### src/rtl/irq_status_ctrl.sv
module irq_status_ctrl #(
  parameter int NUM_SRC     = 11,
  parameter int SWI_BIT     = 8,
  parameter int CMD_SWI_BIT = 0
) (
  input  logic        clk,
  input  logic        rst_n,
  input  logic        bus_wr,
  input  logic        bus_rd,
  input  logic [1:0]  bus_addr,
  input  logic [31:0] bus_wdata,
  output logic [31:0] bus_rdata,
  input  logic [31:0] event_i,
  output logic        irq_o,
  output logic        err_o
);
  localparam logic [1:0]  A_STAT = 2'd0;
  localparam logic [1:0]  A_MASK = 2'd1;
  localparam logic [1:0]  A_GEN  = 2'd2;
  localparam logic [1:0]  A_CMD  = 2'd3;
  localparam logic [31:0] VALID  = 32'((64'd1 << NUM_SRC) - 64'd1);
  localparam logic [31:0] SWI_M  = 32'd1 << SWI_BIT;

  logic [31:0] stat_q, mask_q, gen_q;
  logic        irq_q, err_q;

  wire        rd_clr   = bus_rd && (bus_addr == A_STAT);
  wire        stat_wr  = bus_wr && (bus_addr == A_STAT);
  wire        swi_post = bus_wr && (bus_addr == A_CMD) && bus_wdata[CMD_SWI_BIT];
  wire [31:0] post_vec = (event_i & VALID) | (swi_post ? SWI_M : 32'd0);
  wire        masked   = |(stat_q & mask_q);

  always_ff @(posedge clk) begin
    if (!rst_n) begin
      stat_q <= '0;
      mask_q <= '0;
      gen_q  <= '0;
      irq_q  <= 1'b0;
      err_q  <= 1'b0;
    end else begin
      stat_q <= (rd_clr ? 32'd0 : stat_q) | post_vec;
      if (bus_wr && bus_addr == A_MASK) mask_q <= bus_wdata & VALID;
      if (bus_wr && bus_addr == A_GEN)  gen_q  <= bus_wdata;
      irq_q <= masked && (irq_q || (|gen_q));
      err_q <= (|(event_i & ~VALID)) || stat_wr;
    end
  end

  always_comb begin
    case (bus_addr)
      A_STAT:  bus_rdata = stat_q;
      A_MASK:  bus_rdata = mask_q;
      A_GEN:   bus_rdata = gen_q;
      default: bus_rdata = 32'd0;
    endcase
  end

  assign irq_o = irq_q;
  assign err_o = err_q;


  post_sticky_chk: assert property (@(posedge clk) disable iff (!rst_n)
    (!rd_clr && (event_i & VALID) != 0) |=> ((stat_q & $past(event_i & VALID)) == $past(event_i & VALID)));

  read_clear_chk: assert property (@(posedge clk) disable iff (!rst_n)
    (rd_clr && event_i == 0 && !bus_wr) |=> (stat_q == 32'd0));

  read_race_chk: assert property (@(posedge clk) disable iff (!rst_n)
    rd_clr |=> ((stat_q & $past(event_i & VALID)) == $past(event_i & VALID)));

  stat_wr_reject_chk: assert property (@(posedge clk) disable iff (!rst_n)
    (stat_wr && !bus_rd && event_i == 0) |=> ($stable(stat_q) && err_o));

  reserved_evt_chk: assert property (@(posedge clk) disable iff (!rst_n)
    ((event_i & ~VALID) != 0) |=> err_o);

  irq_rise_chk: assert property (@(posedge clk) disable iff (!rst_n)
    ((|(stat_q & mask_q)) && (gen_q != 0)) |=> irq_o);

  irq_fall_chk: assert property (@(posedge clk) disable iff (!rst_n)
    ((stat_q & mask_q) == 0) |=> !irq_o);

  irq_latch_chk: assert property (@(posedge clk) disable iff (!rst_n)
    (irq_o && (|(stat_q & mask_q))) |=> irq_o);

  stat_reserved_chk: assert property (@(posedge clk) disable iff (!rst_n)
    1'b1 |=> ((stat_q & ~VALID) == 0));
endmodule

### config.mk
export PLATFORM = sky130hd
export DESIGN_NAME = irq_status_ctrl
export DESIGN_NICKNAME = d
export VERILOG_FILES = /design/src/rtl/irq_status_ctrl.sv
export SDC_FILE = /design/constraint.sdc
export NUM_CORES = 1
export LEC_CHECK = 0
export BUFFER_PORTS_ARGS = -buffer_cell sky130_fd_sc_hd__buf_2
export CAP_MARGIN = 20
export CORE_MARGIN = 5
export CORE_UTILIZATION = 27
export DETAILED_ROUTE_END_ITERATION = 8
export GPL_TIMING_DRIVEN = 0
export PLACE_DENSITY = 0.55
export SLEW_MARGIN = 25
export SYNTH_ARGS = -nofsm -noshare
export SYNTH_HDL_FRONTEND = slang
export SYNTH_SLANG_ARGS = --single-unit
### constraint.sdc
create_clock -name clk -period 1.2 [get_ports clk]
set_clock_uncertainty 0.05 [all_clocks]
set_input_delay 0 -clock clk [delete_from_list [all_inputs] [get_ports clk]]
set_output_delay 0 -clock clk [all_outputs]
set_load 0.005 [all_outputs]
==> out/qor.txt <==
vias per cell: 4.55
share of cells above drive strength 1: 30.6%
nets@finish: 566
Worst-Skew Late Latency: 0.32 ns
largest net degree at the start of global routing: 18
die height: 108 µm
synthesized area: 2590 µm²
Max Clk Rate: 747 MHz
final slew viol count: 0
sequential fraction of the synthesis area: 43.2%
Final Hold Fails: 0
Worst EP arrival: 1.50 ns
Worst EP required: 1.36 ns
pre-CTS setup slack: -0.230 ns
CP startpoint kind: flip-flop
pwr/cell area: 931 nW/µm²
CP max FO: 3
Clk network pwr share: 29.2%
Int Pwr: 2810 µW
clock root cell: clkbuf_8
commonest cells in the synthesized netlist: 104 x nand2_1, 56 x dfxtp_1, 40 x a21boi_1
Mean Syn Cell Area: 8.05 µm²
library cells used by synthesis: 26
switch share: 26.6%
Min Hold Slack: 0.0356 ns
count leader, synth: nand2_1
Final period util: 112%
Leakage: 0.00176 µW
Area Growth Syn to Fin: 58.8%
# setup viols final: 2
IO Pins: 104
Main synth FF type: dfxtp_1
RePlAce Congestion: 0.798
number of vias in the routed layout: 2850
H-tree Lvls: 2
Die ar.: 11700 µm²
area leader, netlist: dfxtp_1
Residual DRC: 0
drt total wl: 9.10 mm
setup slack after layout: -0.139 ns
status: finished with violations
number of global-route vias before repair: 2968
RSZ-0062 raised after global routing: true
Max-Cap Viols: 0
ANT cells: 0
post-DP HPWL: 6.22 mm
first-pass GRT wire length: 14.7 mm
Detailed Routing Iterations Pass 1: 4
Overflow after GRT: 0
Worst Hold Class: in2reg
Post-synth EDFFs: 0
share of synthesized registers carrying an async set or reset: 0%
CTS clk-pin slew, worst paths: 0.11 ns
Sum Neg Setup Slack: -0.147 ns
initial antenna violation count: 0
Post-Syn Nets: 392
Port Buffer Count: 101
WL/cell: 14.5 µm
Peak VDD IR: 0.000453 V
die width: 108 µm
row count: 35
fillers: 996
min cycle time layout: 1.34 ns
Synth top area share: 43.2%
CTS sink count: 56
combinational power share: 18.5%
failing checks: setup timing
Slew @ Worst Pin: 0.572 ns
Post-DRT Antenna Nets: 0
clock buffer depth: 2
Synth Register Bits: 56
Initial Util: 27.9%
WS Path Type: reg2reg
Switching Power: 1020 µW
Synth warnings: 0
Setup crit end kind: flip-flop
1st-iter DRT viols: 92
core area: 9280 µm²
Slew HR: 61.8%
GRT Total Usage: 15.8%
final core utilization: 44.4%
CTS tree: yes
Sequential Power Share: 52.4%
Cells after Synth: 322
clock buffer count from CTS: 5
dominant cells by area after synthesis: dfxtp_1 43%, nand2_1 15%, a21boi_1 12%
## power groups by stage
stage	clock, µW	combinational [µW]	sequential (µW)
after floorplan	0	274	2020
after global placement	0	500	2040
after detailed placement	0	507	2040
after CTS	1150	680	2010
after global routing	1210	782	2020
final	1120	708	2010
## what timing repair did
item                       CTS  global route
hold endpoints to repair    55             0
setup endpoints to repair    7            15
buffers inserted             0             1
pin swaps                    4             6
resized for setup           16            27
hold buffers                65             0
## sequential cells by signal, indices dropped and copies added, names as in the netlist
name and cells:
stat_q 11, irq_o 1, gen_q 32, mask_q 11
err_o 1
## cells in the final DEF (no fill, tap or decap), types with 3 or more instances in the layout
master / synthesis / final
a21boi_1: 40 / 40
dlygate4sd3_1: 0 / 65
a22oi_1: 4 / 4
buf_2: 6 / 107
and2_1: 22 / 22
o21ai_1: 0 / 6
nor4_1: 12 / 7
clkbuf_8: 0 / 6
dfxtp_2: 0 / 16
dfxtp_4: 0 / 3
mux2i_1: 11 / 11
nand2_1: 104 / 104
clkbuf_1: 11 / 9
buf_6: 4 / 5
o21ai_0: 12 / 5
nor4_4: 0 / 3
dfxtp_1: 56 / 37
nor2b_1: 10 / 10
a21oi_1: 11 / 11
a21boi_0: 4 / 4
## through the flow
stage                     power, µW  instances  instance area [µm²]
final                          3830        626                 4120
after global routing           4010        626                 4120
after CTS                      3830        625                 4050
after detailed placement       2550        552                 3260
after global placement         2540        552                 3260
after floorplan                2290        322                 2590
## kinds of logic (layout without fill, tap and decap cells)
kind of cell | count (synthesis) | in the layout | synth area share (%)
flops | 56 | 56 | 43.2
simple gates | 159 | 159 | 28.4
compound gates | 74 | 74 | 19.4
mux | 11 | 11 | 4.25
buf+inv | 22 | 197 | 4.78
## critical path: stages (launching register included)
cell and delay, ns:
dfxtp_2 0.34, or4_4 0.54, nor4_4 0.22, a21oi_1 0.09
## metal layers
metal | track usage, % | wire length [µm] | part of all wire [%]
met1 | 19.9 | 4060 | 45
met2 | 27.0 | 4350 | 48
met3 | 2.99 | 501 | 5.5
met4 | 5.59 | 193 | 2.1
met5 | 0 | 0 | 0
## worst paths after layout
path	from	to	slack (ns)	cells past startpoint
min	bus_wr	mask_q[0]$_SDFFE_PN0P_	0.04	4
max	gen_q[11]$_SDFFE_PN0P_	irq_o$_SDFF_PN0_	-0.14	3
max reg2reg	gen_q[11]$_SDFFE_PN0P_	irq_o$_SDFF_PN0_	-0.14	3
min reg2reg	gen_q[18]$_SDFFE_PN0P_	gen_q[18]$_SDFFE_PN0P_	0.42	2
## cell type report
class / count / area (µm²) / share of cell area [%]
multi-input combinational: 244 / 1410 / 34.3
timing repair buffer: 167 / 1170 / 28.4
sequential: 56 / 1150 / 28.0
tap: 129 / 161 / 3.92
buffer: 22 / 126 / 3.07
clock buffer: 6 / 82.6 / 2.01
clock inverter: 2 / 15.0 / 0.365
Power figures use the tool's default switching activity.
